===== config.mk =====
export PLATFORM = sky130hd
export DESIGN_NAME = stld_alias_table
export DESIGN_NICKNAME = d
export VERILOG_FILES = /design/src/rtl/stld_alias_pkg.sv /design/src/rtl/stld_fill.sv /design/src/rtl/stld_slot.sv /design/src/rtl/stld_alias_table.sv
export SDC_FILE = /design/constraint.sdc
export NUM_CORES = 1
export LEC_CHECK = 0
export BUFFER_PORTS_ARGS = -buffer_cell sky130_fd_sc_hd__buf_4
export CAP_MARGIN = 5
export CORE_MARGIN = 4
export CORE_UTILIZATION = 54
export CTS_BUF_LIST = sky130_fd_sc_hd__clkbuf_8
export CTS_CLUSTER_SIZE = 40
export DETAILED_ROUTE_END_ITERATION = 10
export PLACE_DENSITY = 0.72
export SLEW_MARGIN = 20
export SYNTH_ARGS = -nofsm -noshare
export SYNTH_HDL_FRONTEND = slang
export SYNTH_SLANG_ARGS = --single-unit

===== constraint.sdc =====
create_clock -name clk -period 7.6 [get_ports clk]
set_clock_uncertainty 0.1 [all_clocks]
set_input_delay 1.9 -clock clk [delete_from_list [all_inputs] [get_ports clk]]
set_output_delay 1.9 -clock clk [all_outputs]
set_load 0.01 [all_outputs]

===== src/rtl/stld_alias_pkg.sv =====
package stld_alias_pkg;

   // Variants of the per-entry overlap comparison; both give the same result.
   typedef enum int {
      CMP_ORDERED = 0,   // branch on which offset is lower, test one end
      CMP_SPAN    = 1    // test both interval ends in parallel
   } cmp_style_e;

endpackage


===== src/rtl/stld_fill.sv =====
module stld_fill #(
   parameter int DEPTH = 4,
   localparam int CNT_W = $clog2(DEPTH + 1)
) (
   input  logic             clk,
   input  logic             rst_n,
   input  logic             clr,
   input  logic             push,
   output logic [CNT_W-1:0] cnt,
   output logic [DEPTH-1:0] wr_en,
   output logic [DEPTH-1:0] live
);

   logic room;
   assign room = (cnt < CNT_W'(DEPTH));

   for (genvar i = 0; i < DEPTH; i++) begin : g_sel
      assign wr_en[i] = push && !clr && (cnt == CNT_W'(i));
      assign live[i]  = (cnt > CNT_W'(i));
   end

   always_ff @(posedge clk or negedge rst_n) begin
      if (!rst_n)
         cnt <= '0;
      else if (clr)
         cnt <= '0;
      else if (push && room)
         cnt <= cnt + CNT_W'(1);
   end


   fill_bound_chk: assert property (@(posedge clk) disable iff (!rst_n)
      cnt <= CNT_W'(DEPTH));


   one_slot_chk: assert property (@(posedge clk) disable iff (!rst_n)
      $onehot0(wr_en));


   full_hold_chk: assert property (@(posedge clk) disable iff (!rst_n)
      (cnt == CNT_W'(DEPTH)) && !clr |=> (cnt == CNT_W'(DEPTH)));


   clr_empty_chk: assert property (@(posedge clk) disable iff (!rst_n)
      clr |=> (live == '0));

endmodule


===== src/rtl/stld_slot.sv =====
module stld_slot
   import stld_alias_pkg::*;
#(
   parameter int         BASE_W    = 8,
   parameter int         OFF_W     = 16,
   parameter int         SIZE_W    = 8,
   parameter cmp_style_e CMP_STYLE = CMP_ORDERED,
   localparam int        SUM_W     = OFF_W + 1
) (
   input  logic              clk,
   input  logic              rst_n,
   input  logic              wr,
   input  logic              live,
   input  logic [BASE_W-1:0] wr_base,
   input  logic [OFF_W-1:0]  wr_off,
   input  logic [SIZE_W-1:0] wr_size,
   input  logic [BASE_W-1:0] q_base,
   input  logic [OFF_W-1:0]  q_off,
   input  logic [SIZE_W-1:0] q_size,
   output logic              hit
);

   logic [BASE_W-1:0] e_base;
   logic [OFF_W-1:0]  e_off;
   logic [SIZE_W-1:0] e_size;

   always_ff @(posedge clk or negedge rst_n) begin
      if (!rst_n) begin
         e_base <= '0;
         e_off  <= '0;
         e_size <= '0;
      end else if (wr) begin
         e_base <= wr_base;
         e_off  <= wr_off;
         e_size <= wr_size;
      end
   end

   // Widen both starts by sign and both sizes by zero, then form the ends.
   logic signed [SUM_W-1:0] s_lo, s_hi, l_lo, l_hi;
   assign s_lo = {e_off[OFF_W-1], e_off};
   assign l_lo = {q_off[OFF_W-1], q_off};
   assign s_hi = s_lo + $signed({{(SUM_W - SIZE_W){1'b0}}, e_size});
   assign l_hi = l_lo + $signed({{(SUM_W - SIZE_W){1'b0}}, q_size});

   logic same_base, same_off, range_hit;
   assign same_base = (e_base == q_base);
   assign same_off  = (e_off == q_off);

   if (CMP_STYLE == CMP_ORDERED) begin : g_ordered
      always_comb begin
         if (s_lo < l_lo)
            range_hit = (s_hi > l_lo);
         else
            range_hit = (l_hi > s_lo);
      end
   end else begin : g_span
      assign range_hit = (s_hi > l_lo) && (l_hi > s_lo);
   end

   assign hit = live && same_base && (same_off || range_hit);


   base_gate_chk: assert property (@(posedge clk) disable iff (!rst_n)
      live && (q_base != e_base) |-> !hit);


   exact_pair_chk: assert property (@(posedge clk) disable iff (!rst_n)
      live && (q_base == e_base) && (q_off == e_off) |-> hit);


   capture_chk: assert property (@(posedge clk) disable iff (!rst_n)
      wr |=> (e_base == $past(wr_base)) && (e_off == $past(wr_off)));

endmodule


===== src/rtl/stld_alias_table.sv =====
module stld_alias_table
   import stld_alias_pkg::*;
#(
   parameter int         DEPTH     = 4,
   parameter int         BASE_W    = 8,
   parameter int         OFF_W     = 16,
   parameter int         SIZE_W    = 8,
   parameter cmp_style_e CMP_STYLE = CMP_ORDERED
) (
   input  logic              clk,
   input  logic              rst_n,
   input  logic              grp_clr,
   input  logic              st_valid,
   input  logic              st_size_ok,
   input  logic [BASE_W-1:0] st_base,
   input  logic [OFF_W-1:0]  st_off,
   input  logic [SIZE_W-1:0] st_size,
   input  logic              ld_valid,
   input  logic [BASE_W-1:0] ld_base,
   input  logic [OFF_W-1:0]  ld_off,
   input  logic [SIZE_W-1:0] ld_size,
   output logic              ld_hit
);

   localparam int CNT_W = $clog2(DEPTH + 1);

   if (DEPTH < 1) begin : g_bad_depth
      $error("stld_alias_table: DEPTH must be at least 1");
   end
   if (SIZE_W >= OFF_W) begin : g_bad_size
      $error("stld_alias_table: SIZE_W must be narrower than OFF_W");
   end
   if (BASE_W < 1) begin : g_bad_base
      $error("stld_alias_table: BASE_W must be at least 1");
   end

   logic             push;
   logic [CNT_W-1:0] fill_cnt;
   logic [DEPTH-1:0] wr_en, live, slot_hit;

   assign push = st_valid && st_size_ok;

   stld_fill #(.DEPTH(DEPTH)) u_fill (
      .clk   (clk),
      .rst_n (rst_n),
      .clr   (grp_clr),
      .push  (push),
      .cnt   (fill_cnt),
      .wr_en (wr_en),
      .live  (live)
   );

   for (genvar i = 0; i < DEPTH; i++) begin : g_slot
      stld_slot #(
         .BASE_W   (BASE_W),
         .OFF_W    (OFF_W),
         .SIZE_W   (SIZE_W),
         .CMP_STYLE(CMP_STYLE)
      ) u_slot (
         .clk     (clk),
         .rst_n   (rst_n),
         .wr      (wr_en[i]),
         .live    (live[i]),
         .wr_base (st_base),
         .wr_off  (st_off),
         .wr_size (st_size),
         .q_base  (ld_base),
         .q_off   (ld_off),
         .q_size  (ld_size),
         .hit     (slot_hit[i])
      );
   end

   assign ld_hit = ld_valid && (|slot_hit);


   hit_needs_load_chk: assert property (@(posedge clk) disable iff (!rst_n)
      !ld_valid |-> !ld_hit);


   empty_quiet_chk: assert property (@(posedge clk) disable iff (!rst_n)
      (fill_cnt == '0) |-> !ld_hit);


   clr_wins_chk: assert property (@(posedge clk) disable iff (!rst_n)
      grp_clr |=> !ld_hit);


   unknown_size_chk: assert property (@(posedge clk) disable iff (!rst_n)
      st_valid && !st_size_ok && !grp_clr |=> $stable(fill_cnt));

endmodule


==> reports/results.ini, run 1 <==
[critical_path]
r2r_slack_ns=5.04
timing.rr.end=g_slot[2].u_slot.e_base[7]
arrival_ns=5.56
rr_worst_depth=3
path_class=primary input to primary output
cp-end-kind=primary output
cp.required_ns=5.60
reg2reg_from=u_fill.cnt[2]
cp_max_fo=4
critPathLaunchType=primary input

[synth]
synth-main-ff-cell=dfrtp_1
synth-seq-cells=131
synth_mux_area_share_pct=10.6
ys_seq_area_share_pct=27.1
synth_xor_area_share_pct=6.80
synth_top_family_by_area=adder cells
async_flop_share_pct=100
syn_area_per_cell_um2=9.48
synth_compound_area_share_pct=14.0
syn_nets=1597
synth-adder-area-share_pct=26.0
synth_cells=1278
synth_warnings=0
synth-simple-area-share_pct=11.0
synth_edf_count=0
netlist_area_um2=12100
synth_cell_type_count=61

[detailed_routing]
wire_per_inst_um=20.2
drtIter0Drc=777
postRouteAntennaNets=0
routed_wl_um=34200
drtPass1Iterations=5
drc=0
via_per_inst=5.96
via_count=10100

[timing]
slew_headroom_pct=23.2
fin_crit_sh_pct=99.5
hold_viol=0
layout_setup_ws_ns=0.0356
slew_violations=0
rsz0062_at_grt=true
tightest_slew_ns=1.15
fmax_ghz=0.132
fin_crit_ns=7.56
fin_tns_setup_ns=0
finalSetupViolCount=0

[global_route]
grt_pass1_vias=9433
antenna_found_initial=0
top_usage_layer=met2
met2_usage_pct=43.3
grt_pass1_wl_um=53000
grt_start_max_net_pins=72
met3_usage_pct=5.14
grt_util_all_layers_pct=27.7
met1_usage_pct=39.9
grt_overflow=0

[placed_design]
post-place-ws_ns=-0.264
port-buffer-count=70
dp_hpwl_um=26800
dpl.cell_count=1646
gp_congestion=0.938

[die]
coreArea_um2=22000
ios=71
num_rows=54
initial_core_util_pct=55.2
fp.dieW_um=158
design.die.area_um2=24900
die_y_um=158

[cts]
cts_tree=yes
clk_latency_ns=0.46
clock_sinks=131
cts_buffers=17
clk_pin_slew_worst_paths_ns=0.09
cts_max_path_buffers=2
postCtsHoldBufs=0
cts.htree.levels=4
root_buffer=clkbuf_8

[power_and_ir_drop]
power_density_nw_per_um2=210
p_leak_nw=6.79
power.total_w=0.00291
ir_drop_mv=0.141

[final_layout]
area_growth_pct=14.4
finalNetCount=1718
final_cells=1692
layout_common_cells=241 x ha_1, 131 x dfrtp_1, 129 x inv_1
post_route_cells_drive_above_1_share_pct=21.2
diodes=0
final_common_cell=ha_1

[min_path]
min_to=g_slot[2].u_slot.e_size[4]
hp-start=g_slot[2].u_slot.e_size[4]
worstHoldPathType=flip-flop to flip-flop
min_path_cells=1

[run_status]
status=finished clean

[run]
drv_cap=0

-- worst max-delay path, stage by stage --
cell and delay [ns]:
buf_6 0.08, ha_4 0.13, inv_2 0.03, fa_2 0.33
nor2b_1 0.14, o21ai_2 0.09, a21boi_2 0.18, o21ai_2 0.09
a21boi_2 0.16, o21a_2 0.20, o21ai_2 0.09, xnor2_2 0.20
buf_4 0.16, ha_1 0.31, nand4_1 0.19, nor4_2 0.39
o31ai_1 0.17, nand4_1 0.10, a21oi_1 0.07, mux2i_1 0.22
a22oi_1 0.12, nand2_1 0.09, buf_6 0.12
-- worst max-delay path by stage --
stage | start | to
6_report | ld_size[0] | ld_hit
2_1_floorplan | ld_off[1] | ld_hit
3_5_place_dp | ld_off[0] | ld_hit
5_1_grt | ld_off[1] | ld_hit
3_3_place_gp | ld_off[0] | ld_hit
4_1_cts | ld_off[0] | ld_hit
-- flip-flops by register name, summed over array words and instances (netlist names) --
signal and flops:
g_slot.u_slot.e_off 64, g_slot.u_slot.e_base 32, g_slot.u_slot.e_size 32, u_fill.cnt 3
-- timing repair --
item,4_1_cts,5_1_grt
gates resized for setup,15,24
buffers inserted,7,7
endpoints found under the setup margin,1,1
pin swaps,15,28
-- routing by layer --
metal / share of wire [%] / wire, µm / vias up
met5: 0 / 0 / -
met4: 2.1 / 724 / 0
met3: 7.4 / 2550 / 40
met2: 45 / 15300 / 360
met1: 46 / 15700 / 4802
li1: - / - / 4883
-- area by class of cell --
cell class                      count  area (µm²)
Multi-Input combinational cell   1001        8460
Fill cell                        1829        8100
Sequential cell                   131        3280
Timing Repair Buffer              118         905
Inverter                          130         488
Tap cell                          280         350
Clock buffer                       17         234
Clock inverter                     15         136
-- cell usage after synthesis (all sizes together), types with 2 or more instances --
cell type,count,share of area [%]
a2111oi,5,0.36
a211o,3,0.23
a211oi,20,1.2
a21boi,12,0.74
a21o,24,1.5
a21oi,71,3.0
a221o,2,0.17
a221oi,2,0.14
a22oi,2,0.12
a31oi,9,0.46
and3,4,0.21
and4,4,0.29
and4b,2,0.17
buf,8,0.25
clkbuf,8,0.25
dfrtp,131,27
fa,5,0.83
ha,244,25
inv,130,4.0
mux2,111,10
mux2i,3,0.25
nand2,74,2.3
nand2b,3,0.15
nand3,30,1.2
nand4,39,2.0
nor2,71,2.2
nor2b,10,0.52
nor3,16,0.66
nor3b,2,0.12
nor4,10,0.52
o2111ai,4,0.29
o211ai,13,0.81
o21a,11,0.68
o21ai,70,2.9
o21bai,8,0.50
o31ai,3,0.19
or2,3,0.15
or4,2,0.15
xnor2,78,5.6
xor2,16,1.2
-- logic make-up after synthesis --
kind of cell	after synthesis
AOI/OAI and AO/OA	269
xor gates and xnor gates	94
adders and majority gates	249
buffers and inverters	146
DFF	131
muxes	114
and+or+nand+nor	275
-- through the flow --
step                instance area (µm²)  hold slack, ns  utilization (%)
floorplan                         12100           0.386                -
CTS                               13700           0.423             62.4
finish                            13900           0.423             63.1
global route                      13900           0.435             63.1
detailed placement                13200           0.402             60.1
global placement                  13200           0.394             60.1
-- power breakdown --
group / internal (W) / total, W / leakage (nW) / switching (W)
registers: 0.000816 / 0.000945 / 1.71 / 0.000128
clock network: 0.000241 / 0.000595 / 0.184 / 0.000354
logic: 0.000626 / 0.00137 / 4.90 / 0.000746
(Power assumes the default switching activity.)
==> run 2: changes to the inputs <==
REMOVE_ABC_BUFFERS = 1   (was unset)
==> reports/results.ini, run 2 (same netlist as run 1, synthesis figures left out) <==
[run_status]
status=finished, violations left
violations=setup timing

[timing]
fin_crit_ns=7.65
finalSetupViolCount=1
slew_violations=0
slew_headroom_pct=27.5
fin_crit_sh_pct=101
fmax_ghz=0.131
fin_tns_setup_ns=-0.0545
tightest_slew_ns=1.08
layout_setup_ws_ns=-0.0545
rsz0062_at_grt=true
hold_viol=0

[final_layout]
post_route_cells_drive_above_1_share_pct=20.4
largest_register=g_slot.u_slot.e_off
finalNetCount=1715
diodes=0
n_fill_cell=1855
final_util_pct=63.2
largest_reg_flops=64
final_common_cell=ha_1
fin_area_um2=13900
area_growth_pct=14.6
layout_common_cells=242 x ha_1, 131 x dfrtp_1, 130 x inv_1
reg_top3=g_slot.u_slot.e_off (64), g_slot.u_slot.e_base (32), g_slot.u_slot.e_size (32)

[placed_design]
placed_cell_area_um2=13200
gp_congestion=0.903
dp_hpwl_um=27500
port-buffer-count=70

[die]
ios=71
initial_core_util_pct=55.2
num_rows=54
die_y_um=158
fp.dieW_um=158
coreArea_um2=22000
design.die.area_um2=24900

[detailed_routing]
routed_wl_um=34700
postRouteAntennaNets=0
drtPass1Iterations=5
via_count=10200
via_per_inst=6.07
wire_per_inst_um=20.5
drc=0
drtIter0Drc=572

[critical_path]
reg2reg_from=u_fill.cnt[0]
cp.required_ns=5.60
cp-end-kind=primary output
cp_max_fo=4
path_class=primary input to primary output
arrival_ns=5.65
rr_worst_depth=6
timing.rr.end=g_slot[0].u_slot.e_size[3]
critPathLaunchType=primary input
r2r_slack_ns=4.94

[min_path]
min_path_cells=1
worstHoldPathType=flip-flop to flip-flop
hp-start=g_slot[3].u_slot.e_size[5]
min_to=g_slot[3].u_slot.e_size[5]

[power_and_ir_drop]
power_frac_seq_pct=31.7
p_switching_w=0.00119
p_leak_nw=6.82
internal_power_w=0.00181
p_clk_share_pct=23.2
p_sw_share_pct=39.7
power_density_nw_per_um2=216
ir_drop_mv=0.134
p_comb_share_pct=45.1

[global_route]
grt_start_max_net_pins=68
grt_util_all_layers_pct=28.5
grt_overflow=0
antenna_found_initial=1
grt_pass1_wl_um=54500
grt_pass1_vias=10600

[cts]
root_buffer=clkbuf_8
clk_latency_ns=0.46
cts_max_path_buffers=2
clk_pin_slew_worst_paths_ns=0.09
cts_buffers=17
clock_sinks=131
cts_tree=yes
cts.htree.levels=4

[run]
drv_cap=0

[run 2: per-layer routing]
layer  global-route usage [%]  vias to the layer above  routed length, µm
met5                        0                        -                  0
met4                     9.83                        0               1090
met3                     4.05                       78               1810
met2                     49.2                      290              16700
met1                     36.8                     4998              15100
li1                         -                     4879                  -
[run 2: worst max-delay path by stage]
stage              start  endpoint  slack [ns]  cells after the start
2_1_floorplan  ld_off[1]    ld_hit        0.42                     19
3_3_place_gp   ld_off[0]    ld_hit       -0.19                     22
3_5_place_dp   ld_off[0]    ld_hit       -0.41                     22
4_1_cts        ld_off[0]    ld_hit      0.0008                     23
5_1_grt        ld_off[0]    ld_hit       -0.29                     22
6_report       ld_off[0]    ld_hit       -0.05                     22
[run 2: worst max-delay path, cell delays in order]
cell and delay, ns:
buf_8 0.09, ha_4 0.13, inv_2 0.04, fa_2 0.37
nor2b_4 0.14, o21ai_2 0.08, a21boi_2 0.18, o21ai_2 0.10
a21boi_2 0.18, o21a_1 0.23, nor2_1 0.11, xnor2_2 0.27
ha_1 0.32, nand4_1 0.15, a211oi_1 0.08, a211oi_2 0.26
o221ai_1 0.20, a211oi_2 0.25, a211oi_2 0.08, o31ai_1 0.26
nand2_1 0.10, buf_6 0.14
[run 2: metrics by stage]
stage / hold slack (ns) / total power (W) / setup WS, ns / std cells
after global routing: 0.445 / 0.00323 / -0.286 / 1689
after detailed placement: 0.405 / 0.00227 / -0.410 / 1651
after floorplan: 0.386 / 0.00185 / 0.421 / 1262
after global placement: 0.397 / 0.00222 / -0.187 / 1651
final: 0.424 / 0.00300 / -0.0545 / 1689
after CTS: 0.425 / 0.00299 / 0.000751 / 1685
[run 2: power groups by stage]
stage          logic (W)  clock network, W  registers (W)
2_1_floorplan   0.000943                 0       0.000909
3_3_place_gp     0.00127                 0       0.000959
3_5_place_dp     0.00131                 0       0.000962
4_1_cts          0.00133          0.000706       0.000949
5_1_grt          0.00153          0.000738       0.000965
6_report         0.00135          0.000697       0.000951
[run 2: layout make-up]
cell class	instances	area [µm²]	share of cell area, %
sequential	131	3280	23.6
clock inverter	14	200	1.44
timing repair buffer	115	882	6.36
inverter	130	488	3.52
clock buffer	18	248	1.79
multi-input combinational	1001	8430	60.8
tap	280	350	2.52
[run 2: timing repair]
action,in CTS,in global routing
hold buffers,0,0
pin swaps,17,21
setup endpoints to repair,1,1
buffers inserted,2,4
resized for setup,18,15
